File: src/rtl/cfg_window_pkg.sv
package cfg_window_pkg;
  localparam int OFF_W = 3;
  localparam int REG_W = 8;
  localparam int SET_W = 4;
  localparam int DEV_N = 2;
  localparam int BUS_W = 16;

  localparam logic [OFF_W-1:0] OFF_RDTIM = 3'd0;
  localparam logic [OFF_W-1:0] OFF_WRTIM = 3'd1;
  localparam logic [OFF_W-1:0] OFF_GATE  = 3'd2;
  localparam logic [OFF_W-1:0] OFF_CTRL  = 3'd3;
  localparam logic [OFF_W-1:0] OFF_STRAP = 3'd5;
  localparam logic [OFF_W-1:0] OFF_MISC  = 3'd6;

  localparam logic [REG_W-1:0] KEY_OPEN   = 8'h03;
  localparam logic [REG_W-1:0] KEY_CLOSE  = 8'h83;
  localparam logic [REG_W-1:0] KEY_COMMIT = 8'h85;

  typedef enum logic [1:0] {
    SEQ_IDLE = 2'd0,
    SEQ_ONE  = 2'd1,
    SEQ_TWO  = 2'd2
  } seq_e;
endpackage

File: src/rtl/cfg_window_seq.sv
module cfg_window_seq
  import cfg_window_pkg::*;
(
  input  logic             clk,
  input  logic             rst_n,
  input  logic             acc_rd,
  input  logic             acc_wr,
  input  logic             acc_half,
  input  logic [OFF_W-1:0] acc_off,
  input  logic [REG_W-1:0] acc_byte,
  output logic             open_o
);
  seq_e seq_q, seq_d;
  logic open_q, open_d;
  logic any_acc, step_rd, step_key, close_hit;

  assign any_acc   = acc_rd | acc_wr;
  assign step_rd   = acc_rd & ~acc_wr & acc_half & (acc_off == OFF_WRTIM);
  assign step_key  = acc_wr & ~acc_rd & ~acc_half & (acc_off == OFF_GATE)
                     & (acc_byte == KEY_OPEN);
  assign close_hit = acc_wr & ~acc_half & (acc_off == OFF_GATE)
                     & (acc_byte == KEY_CLOSE);

  always_comb begin
    seq_d  = seq_q;
    open_d = open_q;
    if (open_q) begin
      seq_d = SEQ_IDLE;
      if (close_hit) open_d = 1'b0;
    end else if (any_acc) begin
      seq_d = SEQ_IDLE;
      unique case (seq_q)
        SEQ_IDLE: if (step_rd) seq_d = SEQ_ONE;
        SEQ_ONE:  if (step_rd) seq_d = SEQ_TWO;
        SEQ_TWO:  if (step_key) open_d = 1'b1;
        default:  seq_d = SEQ_IDLE;
      endcase
    end
  end

  always_ff @(posedge clk or negedge rst_n) begin
    if (!rst_n) begin
      seq_q  <= SEQ_IDLE;
      open_q <= 1'b0;
    end else begin
      seq_q  <= seq_d;
      open_q <= open_d;
    end
  end

  assign open_o = open_q;
endmodule

File: src/rtl/cfg_window_bank.sv
module cfg_window_bank
  import cfg_window_pkg::*;
#(
  parameter logic [REG_W-1:0] DEF_TIM   = 8'hFF,
  parameter logic [SET_W-1:0] DEF_SETUP = 4'h3
) (
  input  logic                        clk,
  input  logic                        rst_n,
  input  logic                        we_rd,
  input  logic                        we_wr,
  input  logic                        we_misc,
  input  logic                        we_ctrl,
  input  logic [REG_W-1:0]            wbyte,
  output logic                        sel_o,
  output logic [REG_W-1:0]            cur_rd_o,
  output logic [REG_W-1:0]            cur_wr_o,
  output logic [SET_W-1:0]            cur_set_o,
  output logic [REG_W-1:0]            ctrl_o,
  output logic [DEV_N-1:0][REG_W-1:0] com_rd_o,
  output logic [DEV_N-1:0][REG_W-1:0] com_wr_o,
  output logic [DEV_N-1:0][SET_W-1:0] com_set_o
);
  logic                        sel_q, sel_en;
  logic [REG_W-1:0]            ctrl_q;
  logic                        commit;
  logic [DEV_N-1:0][REG_W-1:0] wrk_rd, wrk_wr;
  logic [DEV_N-1:0][SET_W-1:0] wrk_set;

  assign sel_en = we_misc;
  assign commit = we_ctrl & (wbyte == KEY_COMMIT);

  always_ff @(posedge clk or negedge rst_n) begin
    if (!rst_n) begin
      sel_q  <= 1'b0;
      ctrl_q <= '0;
    end else begin
      if (sel_en)  sel_q  <= wbyte[0];
      if (we_ctrl) ctrl_q <= wbyte;
    end
  end

  for (genvar d = 0; d < DEV_N; d++) begin : g_dev
    localparam logic DEV = 1'(d);
    logic             rd_en, wr_en, set_en;
    logic [REG_W-1:0] rd_q, wr_q, crd_q, cwr_q;
    logic [SET_W-1:0] set_q, cset_q;

    always_comb begin
      rd_en  = we_rd & (sel_q == DEV);
      wr_en  = we_wr & (sel_q == DEV);
      set_en = we_misc & (wbyte[0] == DEV);
    end

    always_ff @(posedge clk or negedge rst_n) begin
      if (!rst_n) begin
        rd_q   <= DEF_TIM;
        wr_q   <= DEF_TIM;
        set_q  <= DEF_SETUP;
        crd_q  <= DEF_TIM;
        cwr_q  <= DEF_TIM;
        cset_q <= DEF_SETUP;
      end else begin
        if (rd_en)  rd_q  <= wbyte;
        if (wr_en)  wr_q  <= wbyte;
        if (set_en) set_q <= wbyte[REG_W-1 -: SET_W];
        if (commit) begin
          crd_q  <= rd_q;
          cwr_q  <= wr_q;
          cset_q <= set_q;
        end
      end
    end

    assign wrk_rd[d]    = rd_q;
    assign wrk_wr[d]    = wr_q;
    assign wrk_set[d]   = set_q;
    assign com_rd_o[d]  = crd_q;
    assign com_wr_o[d]  = cwr_q;
    assign com_set_o[d] = cset_q;
  end

  assign sel_o     = sel_q;
  assign ctrl_o    = ctrl_q;
  assign cur_rd_o  = wrk_rd[sel_q];
  assign cur_wr_o  = wrk_wr[sel_q];
  assign cur_set_o = wrk_set[sel_q];
endmodule

File: src/rtl/cfg_window.sv
module cfg_window
  import cfg_window_pkg::*;
#(
  parameter logic [REG_W-1:0] DEF_TIM   = 8'hFF,
  parameter logic [SET_W-1:0] DEF_SETUP = 4'h3
) (
  input  logic             clk,
  input  logic             rst_n,
  input  logic [OFF_W-1:0] io_off,
  input  logic             io_half,
  input  logic             io_rd,
  input  logic             io_wr,
  input  logic [REG_W-1:0] io_wdata,
  output logic [BUS_W-1:0] io_rdata,
  input  logic [BUS_W-1:0] cmd_rdata,
  output logic             cmd_rd,
  output logic             cmd_wr,
  input  logic             strap_clk25,
  output logic             bank_open,
  output logic [REG_W-1:0] drv0_rd_tim,
  output logic [REG_W-1:0] drv0_wr_tim,
  output logic [SET_W-1:0] drv0_setup,
  output logic [REG_W-1:0] drv1_rd_tim,
  output logic [REG_W-1:0] drv1_wr_tim,
  output logic [SET_W-1:0] drv1_setup
);
  localparam int PAD_W = BUS_W - REG_W;
  localparam int GAP_W = REG_W - SET_W - 1;

  logic                        open;
  logic                        bwr;
  logic                        we_rd, we_wr, we_misc, we_ctrl;
  logic                        sel;
  logic [REG_W-1:0]            cur_rd, cur_wr, ctrl;
  logic [SET_W-1:0]            cur_set;
  logic [DEV_N-1:0][REG_W-1:0] com_rd, com_wr;
  logic [DEV_N-1:0][SET_W-1:0] com_set;
  logic [REG_W-1:0]            bank_byte;

  cfg_window_seq u_seq (
    .clk      (clk),
    .rst_n    (rst_n),
    .acc_rd   (io_rd),
    .acc_wr   (io_wr),
    .acc_half (io_half),
    .acc_off  (io_off),
    .acc_byte (io_wdata),
    .open_o   (open)
  );

  assign bwr     = open & io_wr;
  assign we_rd   = bwr & (io_off == OFF_RDTIM);
  assign we_wr   = bwr & (io_off == OFF_WRTIM);
  assign we_misc = bwr & (io_off == OFF_MISC);
  assign we_ctrl = bwr & (io_off == OFF_CTRL);

  cfg_window_bank #(
    .DEF_TIM   (DEF_TIM),
    .DEF_SETUP (DEF_SETUP)
  ) u_bank (
    .clk       (clk),
    .rst_n     (rst_n),
    .we_rd     (we_rd),
    .we_wr     (we_wr),
    .we_misc   (we_misc),
    .we_ctrl   (we_ctrl),
    .wbyte     (io_wdata),
    .sel_o     (sel),
    .cur_rd_o  (cur_rd),
    .cur_wr_o  (cur_wr),
    .cur_set_o (cur_set),
    .ctrl_o    (ctrl),
    .com_rd_o  (com_rd),
    .com_wr_o  (com_wr),
    .com_set_o (com_set)
  );

  always_comb begin
    unique case (io_off)
      OFF_RDTIM: bank_byte = cur_rd;
      OFF_WRTIM: bank_byte = cur_wr;
      OFF_CTRL:  bank_byte = ctrl;
      OFF_STRAP: bank_byte = {{(REG_W-1){1'b0}}, strap_clk25};
      OFF_MISC:  bank_byte = {cur_set, {GAP_W{1'b0}}, sel};
      default:   bank_byte = '0;
    endcase
  end

  always_comb begin
    if (open) io_rdata = {{PAD_W{1'b0}}, bank_byte};
    else      io_rdata = cmd_rdata;
  end

  assign cmd_rd      = io_rd & ~open;
  assign cmd_wr      = io_wr & ~open;
  assign bank_open   = open;
  assign drv0_rd_tim = com_rd[0];
  assign drv0_wr_tim = com_wr[0];
  assign drv0_setup  = com_set[0];
  assign drv1_rd_tim = com_rd[1];
  assign drv1_wr_tim = com_wr[1];
  assign drv1_setup  = com_set[1];
endmodule

File: config.mk
export PLATFORM = sky130hd
export DESIGN_NAME = cfg_window
export DESIGN_NICKNAME = d
export VERILOG_FILES = /design/src/rtl/cfg_window_pkg.sv /design/src/rtl/cfg_window_seq.sv /design/src/rtl/cfg_window_bank.sv /design/src/rtl/cfg_window.sv
export SDC_FILE = /design/constraint.sdc
export NUM_CORES = 1
export LEC_CHECK = 0
export ABC_AREA = 1
export ABC_CLOCK_PERIOD_IN_PS = 1500
export BUFFER_PORTS_ARGS = -buffer_cell sky130_fd_sc_hd__buf_4
export CAP_MARGIN = 0
export CORE_AREA = 2 2 99 101
export DETAILED_ROUTE_END_ITERATION = 7
export DIE_AREA = 0 0 101 103
export PLACE_DENSITY = 0.84
export SYNTH_ARGS = -nofsm -noshare
export SYNTH_HDL_FRONTEND = slang
export SYNTH_HIERARCHICAL = 1
export SYNTH_SLANG_ARGS = --single-unit
export TNS_END_PERCENT = 50
File: constraint.sdc
create_clock -name clk -period 1.5 [get_ports clk]
set_input_delay 0.3 -clock clk [delete_from_list [all_inputs] [get_ports clk]]
set_output_delay 0.3 -clock clk [all_outputs]
set_load 0.005 [all_outputs]
== Yosys cells after proc, flatten, opt, wreduce, memory -nomap -nowiden ==
Cells that the tools add are included.

* Bits in registers: 92
* Input bits: 33
* Output and inout bits: 59
* Logic and storage cells: 79

* $lt $le $gt $ge: 1
* Eq/ne operators: 10
* Muxes and demuxes: 18
* Bitwise operators: 31
* Reduce and logical (&&, ||, !) cells: 3

{| class="wikitable"
|+ Operators with widths
! operator !! count
|-
| 8-bit case mux with 5 select lines || 1
|-
| 8-bit two-way mux || 4
|-
| 1-bit AND || 24
|-
| 8-bit == test (second input constant) || 2
|-
| 16-bit two-way mux || 1
|-
| 8-bit by 2-bit == test with 1-bit output (second input constant) || 1
|-
| 4-bit two-way mux || 2
|-
| 3-bit by 2-bit == test with 1-bit output (second input constant) || 2
|-
| 3-bit == test (second input constant) || 2
|-
| 1-bit two-way mux || 6
|-
| 2-bit two-way mux || 3
|-
| 1-bit inverter || 6
|-
| 2-bit case mux with 2 select lines || 1
|-
| 3-bit by 1-bit == test with 1-bit output (second input constant) || 1
|-
| 3-bit zero test || 1
|-
| 2-bit by 1-bit == test with 1-bit output (second input constant) || 1
|-
| 2-bit == test (second input constant) || 1
|-
| 2-bit zero test || 1
|-
| 1-bit by 2-bit < comparator with 1-bit output (second input constant) || 1
|-
| 2-bit nonzero test || 1
|-
| 1-bit OR || 1
|}

== Depth between registers and ports, before layout ==
Gate-level depths: netlist (run 1).

* Depth after elaboration: 9
* Mapped depth: 9
* Depth with buffers taken out: 7

== By module ==
Netlist (run 1), hierarchy kept.

{| class="wikitable"
|+ Modules (own cells, without submodules)
! module !! times used !! cells each !! area an instance (sq um) !! seq. area each (sq um)
|-
| cfg_window_bank || 1 || 414 || 3788.6 || 2317.2
|-
| cfg_window || 1 || 107 || 530.5 || 0.0
|-
| cfg_window_seq || 1 || 45 || 246.5 || 75.1
|}

== Worst setup path before layout (run 1) ==
OpenSTA, ideal clock, no wires.

* Kind: register to register
* Start point: register u_seq.open_q (netlist: u_seq/open_o)
* End point: register u_bank.g_dev[0].cset_q[2]
* Library setup time: 117 ps
* Data arrival time: 1591 ps
* Required time: 1383 ps
* Slack: -208 ps
* Stages on the path, launching flop included: 10
* Path buffers: 2
* Period minus slack after synthesis: 1708 ps
* Cell sequence: dfrtp_1 buf_4 nand2_1 nor4_1 inv_2 nor2_4 nand3_4 buf_6 nand2_1 nand2_1

* Word-level cells in the longest chain between the ends: 3

{| class="wikitable"
|+ Ends and longest elaborated chain
! what !! line !! source
|-
| start: declaration || cfg_window_seq.sv:14 || <nowiki>logic open_q, open_d;</nowiki>
|-
| start signal: assignment || cfg_window_seq.sv:47 || <nowiki>open_q <= open_d;</nowiki>
|-
| 1-bit AND || cfg_window.sv:51 || <nowiki>assign bwr = open & io_wr;</nowiki>
|-
| 1-bit AND || cfg_window.sv:55 || <nowiki>assign we_ctrl = bwr & (io_off == OFF_CTRL);</nowiki>
|-
| via we_ctrl || cfg_window.sv:32 || <nowiki>logic we_rd, we_wr, we_misc, we_ctrl;</nowiki>
|-
| 1-bit AND || cfg_window_bank.sv:30 || <nowiki>assign commit = we_ctrl & (wbyte == KEY_COMMIT);</nowiki>
|-
| end signal: assignment || cfg_window_bank.sv:69 || <nowiki>cset_q <= set_q;</nowiki>
|-
| end: declaration || cfg_window_bank.sv:46 || <nowiki>logic [SET_W-1:0] set_q, cset_q;</nowiki>
|}

The timed path passes the listed nets, and every way through them passes these cells.
A chain may end at the register's enable or synchronous reset.

== Worst setup path in the final report (run 1) ==
* Start point: register u_bank.sel_q (netlist: u_bank/sel_o)
* End point: output io_rdata[5]

* Word-level cells in the longest chain between the ends: 4
* Elaborated cells on any way between the ends: 8
* Those cells by class: mux (8)

{| class="wikitable"
|+ Ends and longest elaborated chain
! what !! line !! source
|-
| start: declaration || cfg_window_bank.sv:23 || <nowiki>logic sel_q, sel_en;</nowiki>
|-
| start signal: assignment || cfg_window_bank.sv:37 || <nowiki>if (sel_en) sel_q <= wbyte[0];</nowiki>
|-
| 4-bit two-way mux (not written as such) (2 in a row) || cfg_window_bank.sv:86 || <nowiki>assign cur_set_o = wrk_set[sel_q];</nowiki>
|-
| via cur_set[1] || cfg_window.sv:35 || <nowiki>logic [SET_W-1:0] cur_set;</nowiki>
|-
| 8-bit case mux with 5 select lines || cfg_window.sv:79 || <nowiki>unique case (io_off)</nowiki>
|-
| 16-bit two-way mux || cfg_window.sv:90 || <nowiki>if (open) io_rdata = {{PAD_W{1'b0}}, bank_byte};</nowiki>
|-
| end: declaration || cfg_window.sv:14 || <nowiki>output logic [BUS_W-1:0] io_rdata,</nowiki>
|}

The timed path passes the listed nets, and every way through them passes these cells. The select of a mux whose other input is x is not followed.

==> results of run 1 <==
==> worst max-delay path: cells and delay by family (launching register included) <==
kind | cells | cell delay (ps)
DFF | 1 | 450
buffers and inverters | 4 | 420
AOI/OAI and AO/OA | 2 | 250
and+or+nand+nor | 3 | 210
==> registers in the layout (all words and copies together) (netlist names) <==
register             count
u_bank/g_dev.rd_q       16
u_bank/ctrl_o            8
u_bank/g_dev.crd_q      16
u_seq/seq_q              2
u_bank/g_dev.cwr_q      16
u_bank/g_dev.cset_q      8
u_bank/g_dev.set_q       8
u_bank/sel_o             1
u_seq/open_o             1
u_bank/g_dev.wr_q       16
==> final timing paths <==
check,startpoint,to,depth (start not counted),slack [ps]
worst max-delay path,u_bank/sel_o,io_rdata[5],9,-500
worst min-delay path,io_wdata[7],u_seq/open_o,6,290
worst max register to register,u_seq/open_o,u_bank/g_dev[1].crd_q[0],10,-120
worst min register to register,u_bank/g_dev[0].cwr_q[6],u_bank/g_dev[0].cwr_q[6],2,470
max in group asynchronous,rst_n,u_bank/g_dev[1].cwr_q[5],3,570
min in group asynchronous,rst_n,u_bank/ctrl_o[3],2,340
==> power by group <==
group | internal, uW | leakage [uW] | switching [uW]
Sequential | 2490 | 0.00101 | 0.392
Clock | 874 | 0.0000998 | 846
Combinational | 180 | 0.00190 | 227
Total | 3540 | 0.00302 | 1070
==> layer usage <==
metal	GRT usage (%)	up-vias	share of wire, %
li1	-	2078	-
met1	32.2	2114	40
met2	43.3	225	50
met3	4.47	31	7.6
met4	7.69	0	2.3
met5	0	-	0
==> per-stage QoR <==
stage / setup WS, ps / utilization (%)
after floorplan: -17.0 / -
after global placement: -90.8 / 59.4
after detailed placement: -151 / 59.4
after CTS: -440 / 62.8
after global routing: -599 / 66.2
final: -503 / 66.2
==> cells in the mapped netlist (all sizes together) <==
library cell  count  share of area (%)
nand2           252                 21
dfstp            72                 41
o21ai            57                6.3
nand4            47                6.4
inv              35                2.9
nor2             28                3.0
buf              23                3.5
dfrtp            20                 11
nand3            13                2.0
clkbuf            8               0.66
nor3              6                1.2
nor4              3               0.41
clkinv            1              0.082
o21bai            1               0.16
==> final cells by class <==
type	instances	area, sq um
sequential	92	2390
clock inverter	2	35.0
inverter	36	138
fill	753	3200
tap	114	143
clock buffer	14	164
timing repair buffer	145	1410
multi-input combinational	407	1980
==> cells by family after synthesis <==
logic type	count (synthesis)	share of synthesized area (%)
and+or+nand+nor	349	34.0
DFF	92	52.4
AOI/OAI and AO/OA	58	6.50
buffers and inverters	67	7.15
==> repair_timing <==
item / 4_1_cts / 5_1_grt
gates resized for setup: 20 / 44
hold buffers: 1 / 0
endpoints found under the setup margin: 19 / 77
endpoints found under the hold margin: 2 / 0
cloned: 1 / 6
pin swaps: 1 / 70
setup buffers: 3 / 7
==> metrics.md, run 1 <==
| Metric | Value |
|---|---|
| Outcome | complete, but fails checks |
| Violated checks | negative setup slack |
| Clock latency on the worst-skew pair | 370 ps |
| Fin. Hold Viols | 0 |
| Ports | 92 |
| Synthesized area | 4570 sq um |
| Seq/Total Area, Yosys | 52.4% |
| Period utilization | 134% |
| Final setup vio count | 83 |
| Initial antenna violation count | 0 |
| Avg WL per Cell | 16.9 um |
| Initial Util | 48.3% |
| Post-Synthesis Cells | 566 |
| Final worst slack | -503 ps |
| Largest net degree at the start of global routing | 47 |
| Dpl cells | 778 |
| Startpoint Class | register |
| Most frequent cells in the layout | 240 x nand2_1, 109 x buf_4, 72 x dfstp_2 |
| Starting DRC count in detailed routing | 459 |
| Most frequent CP cell | nand2_1 |
| Slowest-stage cell, CP | dfrtp_2 |
| Core ar. | 9460 sq um |
| DIE WIDTH | 101 um |
| Cell variety after synth | 24 |
| Leak | 0.00302 uW |
| Average instance area after synthesis | 8.07 sq um |
| Period minus WS final | 2000 ps |
| Number of global-route vias before repair | 3965 |
| Total CTS buffers | 9 |
| Vias | 4448 |
| Port Buffers | 91 |
| Post-DR vias/cell | 5.49 |
| # diodes | 0 |
| Worst-Margin Slew | 373 ps |
| Worst-path clk slew | 80 ps |
| Design Power | 4620 uW |
| Fmax | 0.499 GHz |
| #FFs+latches synth | 92 |
| First-pass GRT wire length | 19800 um |
| Commonest non-fill, non-tap cell in the layout | nand2_1 |
| Total iterations of the first detailed-routing run | 5 |
| Area grow syn2layout | 37.1% |
| Worst path max stage delay | 450 ps |
| Power Density | 737 nW/um^2 |
| Clk buf depth | 2 |
| Total global-route track usage | 25.0% |
| Final Net Count | 724 |
| DRT Wirelength | 13700 um |
| Syn. warnings | 6 |
| FP Rows | 36 |
| Die Y | 103 um |
| Post-DRT Antenna Nets | 0 |
| Setup TNS | -9010 ps |
| Max cap viols | 0 |
| Design area | 6260 sq um |
| Gp weighted congestion | 0.904 |
| Grt total ovfl | 0 |
| HPWL after DPL | 8940 um |
| Final hold slack | 287 ps |
| Max-slew violations | 0 |
| Clock sink total | 92 |
| Post-Place Cell Area | 5620 sq um |
| Post-route insts no fill | 810 |
| TritonCTS clock tree | built |
| WP data arrival | 1700 ps |
| Worst VDD drop | 0.000363 V |
| Crit. End Element | output port |
| Clk root buf | clkbuf_8 |
| Crit-path max FO | 5 |
| DRC viols | 0 |
| Critical Path RT | 1200 ps |
| Fraction of layout cells with a size suffix above 1 | 39.7% |
| CP Class | reg -> out |
| Max_slew headroom | 74.9% |
| Die area | 10400 sq um |
| RSZ-0062 raised after global routing | true |
| H-tree Lvls | 3 |
| Clock skew | 13.8 ps |
| Worst hold path type | in -> reg |
| Mapped Nets | 599 |
| Critical path, cell by cell | inv_4 > clkbuf_16 > nand2_1 > nand2_1 > inv_1 > o21ai_1 > o21ai_1 > nand2_1 > buf_4 |
Power figures use the tool's default switching activity.
==> run 2: changes to the inputs <==
--- a/config.mk
+++ b/config.mk
@@ -14,3 +14,3 @@
 export DIE_AREA = 0 0 101 103
-export PLACE_DENSITY = 0.84
+export PLACE_DENSITY = 0.75
 export SYNTH_ARGS = -nofsm -noshare
==> constraint.sdc (replaced) <==
create_clock -name clk -period 1.5 [get_ports clk]
set_input_delay 0.45 -clock clk [delete_from_list [all_inputs] [get_ports clk]]
set_output_delay 0.45 -clock clk [all_outputs]
set_load 0.005 [all_outputs]
==> run 2 against run 1 <==
The run still ends with negative setup slack left; non-clock buffer count increased by 40; wire length increased by 7.3%; final cell count increased by 4.9%; largest power group unchanged; highest routed layer unchanged.
==> metrics.md, run 2 (same netlist as run 1, synthesis figures left out) <==
| Metric | Value |
|---|---|
| H-tree Lvls | 3 (unchanged) |
| Clock sink total | 92 (unchanged) |
| Clock skew | 10.3 ps (-3.50 ps) |
| Post-route insts no fill | 850 (+4.9%) |
| Final hold slack | 84.8 ps (-203 ps) |
| Period utilization | 141% (+7.6 points) |
| Worst path max stage delay | 450 ps (about the same) |
| Period minus WS final | 2120 ps (+114 ps) |
| Gp weighted congestion | 0.886 (-2.0%) |
| Total global-route track usage | 27.0% (+2.0 points) |
| Max-slew violations | 0 (unchanged) |
| Avg WL per Cell | 17.3 um (+2.3%) |
| Starting DRC count in detailed routing | 384 (-16%) |
| Max_slew headroom | 73.5% (-1.4 points) |
| DRC viols | 0 (unchanged) |
| Design area | 6950 sq um (+11%) |
| Initial Util | 48.3% (unchanged) |
| Register area | 2390 sq um (unchanged) |
| WP data arrival | 1670 ps (-30 ps) |
| Most frequent cells in the layout | 167 x nand2_1, 128 x buf_4, 72 x dfstp_2 |
| Crit. End Element | output port |
| Worst-path clk slew | 90 ps (about the same) |
| Vias | 4698 (+5.6%) |
| Port Buffers | 91 (unchanged) |
| Fmax | 0.473 GHz (-5.4%) |
| Most frequent CP cell | nand2_1 |
| Post-DRT Antenna Nets | 0 (unchanged) |
| Fraction of layout cells with a size suffix above 1 | 53.9% (+14 points) |
| Die Y | 103 um (unchanged) |
| Total iterations of the first detailed-routing run | 5 (unchanged) |
| Ports | 92 (unchanged) |
| Slowest-stage cell, CP | dfrtp_2 |
| Grt total ovfl | 0 (unchanged) |
| FP Rows | 36 (unchanged) |
| Die area | 10400 sq um (unchanged) |
| Clk root buf | clkbuf_8 |
| Worst hold path type | in -> async |
| Violated checks | negative setup slack |
| Multi-input logic area | 2320 sq um (+17%) |
| Largest net degree at the start of global routing | 60 (+28%) |
| RSZ-0062 raised after global routing | true |
| First-pass GRT wire length | 21500 um (+8.4%) |
| Dpl cells | 814 (+4.6%) |
| CP Class | reg -> out |
| DRT Wirelength | 14700 um (+7.3%) |
| Max cap viols | 0 (unchanged) |
| Final setup vio count | 94 (+13%) |
| Total CTS buffers | 9 (unchanged) |
| Critical path, cell by cell | buf_4 > nand2_1 > nand2_1 > nand2_1 > nand2_1 > o21ai_1 > nand2_1 > buf_4 |
| HPWL after DPL | 9220 um (+3.1%) |
| Fin. Hold Viols | 0 (unchanged) |
| Clock latency on the worst-skew pair | 360 ps (about the same) |
| Clk buf depth | 2 (unchanged) |
| Design Power | 4540 uW (-1.8%) |
| Leak | 0.00327 uW (+8.6%) |
| Worst setup slack after placement | -384 ps (-234 ps) |
| Core ar. | 9460 sq um (unchanged) |
| Worst VDD drop | 0.000514 V (+42%) |
| Final worst slack | -616 ps (-114 ps) |
| Crit-path max FO | 7 (+2) |
| TritonCTS clock tree | built |
| Critical Path RT | 1050 ps (-150 ps) |
| # diodes | 0 (unchanged) |
| Power Density | 652 nW/um^2 (-12%) |
| Area grow syn2layout | 52.3% |
| Initial antenna violation count | 0 (unchanged) |
| Worst-Margin Slew | 397 ps (+24.4 ps) |
| Commonest non-fill, non-tap cell in the layout | nand2_1 |
| Fillers | 659 (-12%) |
| Startpoint Class | register |
| Post-DR vias/cell | 5.53 (+0.65%) |
| Post-Place Cell Area | 5870 sq um (+4.5%) |
| DIE WIDTH | 101 um (unchanged) |
| Final Net Count | 764 (+5.5%) |
| Number of global-route vias before repair | 4319 (+8.9%) |
| Worst reg2reg path depth | 11 (+1) |
| Outcome | complete, but fails checks |
| Post-CTS Hold Fix Bufs | 0 (-1) |
==> run 2: cell count changes in the layout (fill, tap and decap cells not counted), moves of 4 or more <==
cell     change
buf_4       +19
buf_6       +23
nand2_1     -73
nand2_2     +49
nand2_4     +24
o21ai_0     -13
o21ai_1      +9
o21ai_2      +4
==> run 2: stage by stage <==
stage               setup TNS (ps)  utilization (%)
floorplan                    -2070                -
global placement            -19420             62.1
detailed placement          -26600             62.1
CTS                          -8610             66.2
global route                -31770             73.5
finish                      -23760             73.5
==> run 2: final timing paths <==
kind	from	to	slack (ps)
worst min-delay path	rst_n	u_bank/g_dev[1].cset_q[2]	80
worst min register to register	u_bank/g_dev[0].cwr_q[4]	u_bank/g_dev[0].cwr_q[4]	460
max in group asynchronous	rst_n	u_bank/g_dev[0].cwr_q[4]	1040
worst max register to register	u_seq/open_o	u_bank/g_dev[0].cset_q[2]	-390
worst max-delay path	u_bank/sel_o	io_rdata[4]	-620
min in group clk	io_wdata[0]	u_bank/sel_o	440
==> run 2: repair_timing <==
action,4_1_cts,5_1_grt
setup endpoints to repair,78,99
buffers inserted,8,5
resized for setup,25,177
cloned,2,6
pin swaps,27,26
==> run 2: worst max-delay path: cells and delay by family (launching register included) <==
kind                   cells  cell delay [ps]
DFF                        1              450
and+or+nand+nor            5              400
buffers and inverters      2              310
AOI/OAI and AO/OA          1              130
==> run 2: layer usage <==
metal  share of wire, %  vias up  global-route usage, %
met3                6.4       30                   4.95
met5                  0        -                      0
li1                   -     2170                      -
met4                2.9        0                   12.0
met2                 51      217                   45.3
met1                 40     2281                   34.5
==> run 2: layout make-up <==
cell class | count | share of cell area [%]
tap | 114 | 2.05
timing repair buffer | 185 | 25.6
inverter | 36 | 1.98
multi-input combinational | 407 | 33.3
clock buffer | 12 | 1.94
clock inverter | 4 | 0.702
sequential | 92 | 34.4
==> run 2: report_power, final <==
| group | leakage (uW) | switching, uW | internal, uW |
|---|---|---|---|
| combinational | 0.00217 | 234 | 168 |
| clock | 0.0000909 | 871 | 772 |
| sequential | 0.00101 | 0.412 | 2490 |
==> run 3: changes to the inputs <==
CORE_AREA = 2 2 98 100   (was 2 2 99 101)
DIE_AREA = 0 0 100 102   (was 0 0 101 103)
PLACE_DENSITY = 0.74   (was 0.75)
SYNTH_HIERARCHICAL = not set   (was 1)
==> run 3 against run 2 <==
The flow still finishes with violations (negative setup slack); largest cell class unchanged; core utilization is 6.9 points lower; synthesized cell count is 6.7% lower; first-iteration DRC count is 48% lower; clock-buffer cell count is 1 lower; highest routed layer unchanged; largest power group unchanged.
==> metrics.md, run 3 <==
| Metric | Value |
|---|---|
| Worst reg2reg path depth | 5 (-6) |
| #FFs+latches synth | 92 (unchanged) |
| Clock sink total | 92 (unchanged) |
| Max-slew violations | 0 (unchanged) |
| Worst hold path type | in -> reg |
| Synth top cells by count | 186 x nand2_1, 72 x dfstp_2, 47 x o21ai_0 |
| Clk buf depth | 2 (unchanged) |
| First-pass GRT wire length | 18500 um (-14%) |
| Avg WL per Cell | 14.5 um (-16%) |
| Total iterations of the first detailed-routing run | 5 (unchanged) |
| Crit. End Element | output port |
| Critical Path RT | 1050 ps (about the same) |
| Clock skew | 14.2 ps (+3.92 ps) |
| Final setup vio count | 19 (-80%) |
| Period minus WS final | 2080 ps (-34.7 ps) |
| Max_slew headroom | 75.8% (+2.3 points) |
| Main flop type after synthesis | dfstp_2 |
| DRT Wirelength | 11600 um (-21%) |
| Synthesized area | 4380 sq um (-4.0%) |
| H-tree Lvls | 3 (unchanged) |
| Period utilization | 139% (-2.3 points) |
| Ports | 92 (unchanged) |
| Final hold slack | 312 ps (+228 ps) |
| Power Density | 731 nW/um^2 (+12%) |
| DRC viols | 0 (unchanged) |
| Fmax | 0.480 GHz (+1.7%) |
| Most frequent cells in the layout | 182 x nand2_1, 149 x buf_4, 72 x dfstp_2 |
| FFs w/ async S/R, synth | 100% (unchanged) |
| Cell variety after synth | 27 (+13%) |
| Number of global-route vias before repair | 3802 (-12%) |
| Most frequent cell after synthesis | nand2_1 |
| Register-to-register setup slack | 80 ps (+470 ps) |
| WP data arrival | 1630 ps (-40 ps) |
| CP Class | reg -> out |
| Final worst slack | -581 ps (+34.7 ps) |
| Commonest non-fill, non-tap cell in the layout | nand2_1 |
| Clock latency on the worst-skew pair | 370 ps (about the same) |
| Synth top area cells | dfstp_2 43%, nand2_1 16%, dfrtp_1 11% |
| Initial antenna violation count | 0 (unchanged) |
| Startpoint Class | register |
| Post-synth EDFFs | 0 (unchanged) |
| Average instance area after synthesis | 8.30 sq um (+2.9%) |
| Vias | 4019 (-14%) |
| Worst-Margin Slew | 362 ps (-35.7 ps) |
| Violated checks | negative setup slack |
| # diodes | 0 (unchanged) |
| Core ar. | 9110 sq um (-3.7%) |
| Clk root buf | clkbuf_8 |
| HPWL after DPL | 8560 um (-7.1%) |
| Post-DR vias/cell | 5.02 (-9.2%) |
| Share of the synthesized area in the top cell type | 43.2% (+1.7 points) |
| Gp weighted congestion | 0.884 (-0.26%) |
| Post-Synthesis Cells | 528 (-6.7%) |
| Syn. warnings | 0 (-6) |
| Seq/Total Area, Yosys | 54.6% (+2.2 points) |
| Largest net degree at the start of global routing | 47 (-22%) |
| Fin. Hold Viols | 0 (unchanged) |
| Fillers | 768 (+17%) |
| RSZ-0062 raised after global routing | true |
| DIE WIDTH | 100 um (-0.99%) |
| Die Y | 102 um (-0.97%) |
| Worst setup path end | io_rdata[5] |
| Initial Util | 48.1% (-0.14 points) |
| Fraction of layout cells with a size suffix above 1 | 45.2% (-8.7 points) |
| Final Net Count | 718 (-6.0%) |
| Total global-route track usage | 23.5% (-3.5 points) |
| Post-synth top area cell | dfstp_2 |
| Leak | 0.00282 uW (-14%) |
| Post-DRT Antenna Nets | 0 (unchanged) |
| FP Rows | 35 (-2.8%) |
| Area grow syn2layout | 38.4% |
| Total CTS buffers | 9 (unchanged) |
| TritonCTS clock tree | built |
| Crit path from | u_bank.sel_o |
| Port Buffers | 91 (unchanged) |
| Design Power | 4440 uW (-2.2%) |
| Starting DRC count in detailed routing | 198 (-48%) |
| Die area | 10200 sq um (-2.0%) |
| Crit-path max FO | 9 (+2) |
| Mapped Nets | 561 (-6.3%) |
| Grt total ovfl | 0 (unchanged) |
| Reg2reg end | u_bank.g_dev[1].set_q[3] |
| Min-delay src | io_wdata[6] |
| Worst-path clk slew | 90 ps (about the same) |
| Worst VDD drop | 0.000433 V (-16%) |
| Max cap viols | 0 (unchanged) |
| Outcome | complete, but fails checks |
| RR Startpoint | u_seq.open_o |
## run 3: changes by cell type after synthesis, sizes merged
cell and change:
a21oi +7, nand4 -39, buf -2, nand2 -62, nor2 +6, nor4 -2, inv +17, clkbuf -4
o21ai +27, nand3 +19, clkinv -1, nor3 -4
## run 3: worst max-delay path: stages, from the launching register on
cell	delay, ps
dfrtp_1	430
buf_6	160
o21ai_1	230
nand2_1	80
nand2_1	80
inv_1	40
nand2_1	60
nand2_1	40
nand2_1	60
buf_4	100
## run 3: worst min-delay path by stage
stage | to | slack [ps] | depth (start not counted)
after floorplan | u_bank.ctrl_o[0] | 150 | 0
after global placement | u_bank.g_dev[0].set_q[2] | 310 | 1
after detailed placement | u_bank.g_dev[0].set_q[2] | 310 | 1
after CTS | u_bank.ctrl_o[6] | 310 | 3
after global routing | u_bank.ctrl_o[6] | 310 | 3
final | u_bank.ctrl_o[6] | 310 | 3
## run 3: where the power goes
group	internal [uW]	switching (uW)	total [uW]	leakage [uW]
logic	164	199	363	0.00173
registers	2500	3.48	2500	0.000999
clock network	655	913	1570	0.0000859
## run 3: metal layers
metal	share of wire [%]	global-route usage, %	vias up	routed length [um]
met3	4.6	3.97	20	536
met4	2.3	9.06	0	269
met2	49	39.1	130	5680
met1	44	31.2	1881	5120
met5	0	0	-	0
li1	-	-	1988	-
## run 3: cell type report
cell class / count / area (sq um) / area share (%)
clock buffers: 11 / 141 / 2.33
clock inverters: 5 / 37.5 / 0.618
inverters: 52 / 208 / 3.42
multi-input cells: 359 / 1740 / 28.6
flip-flops and latches: 92 / 2390 / 39.4
well taps: 111 / 139 / 2.29
repair buffers: 171 / 1410 / 23.3
## run 3: stage by stage
| stage | util, % | setup TNS (ps) | setup WS [ps] | cell area (sq um) | std cells |
|---|---|---|---|---|---|
| finish | 66.6 | -5880 | -581 | 6070 | 801 |
| global route | 66.6 | -7340 | -723 | 6070 | 801 |
| CTS | 65.4 | -6030 | -603 | 5960 | 796 |
| detailed placement | 62.3 | -13530 | -439 | 5680 | 778 |
| global placement | 62.3 | -11070 | -425 | 5680 | 778 |
| floorplan | - | -57.2 | -12.0 | 4430 | 528 |
## run 3: cells by family (layout without fill, tap and decap cells)
family	Yosys count	count (layout)	share of synthesized area, %
AOI/OAI and AO/OA	92	92	11.2
buffers and inverters	77	239	8.36
DFF	92	92	54.6
and+or+nand+nor	267	267	25.8
## run 3: what timing repair did
| item | 4_1_cts | 5_1_grt |
|---|---|---|
| buffers inserted | 0 | 6 |
| pin swaps | 2 | 14 |
| resized for setup | 35 | 26 |
| gates cloned | 1 | 0 |
| endpoints found under the setup margin | 19 | 26 |
| hold endpoints to repair | 1 | 0 |
| hold buffers | 1 | 0 |
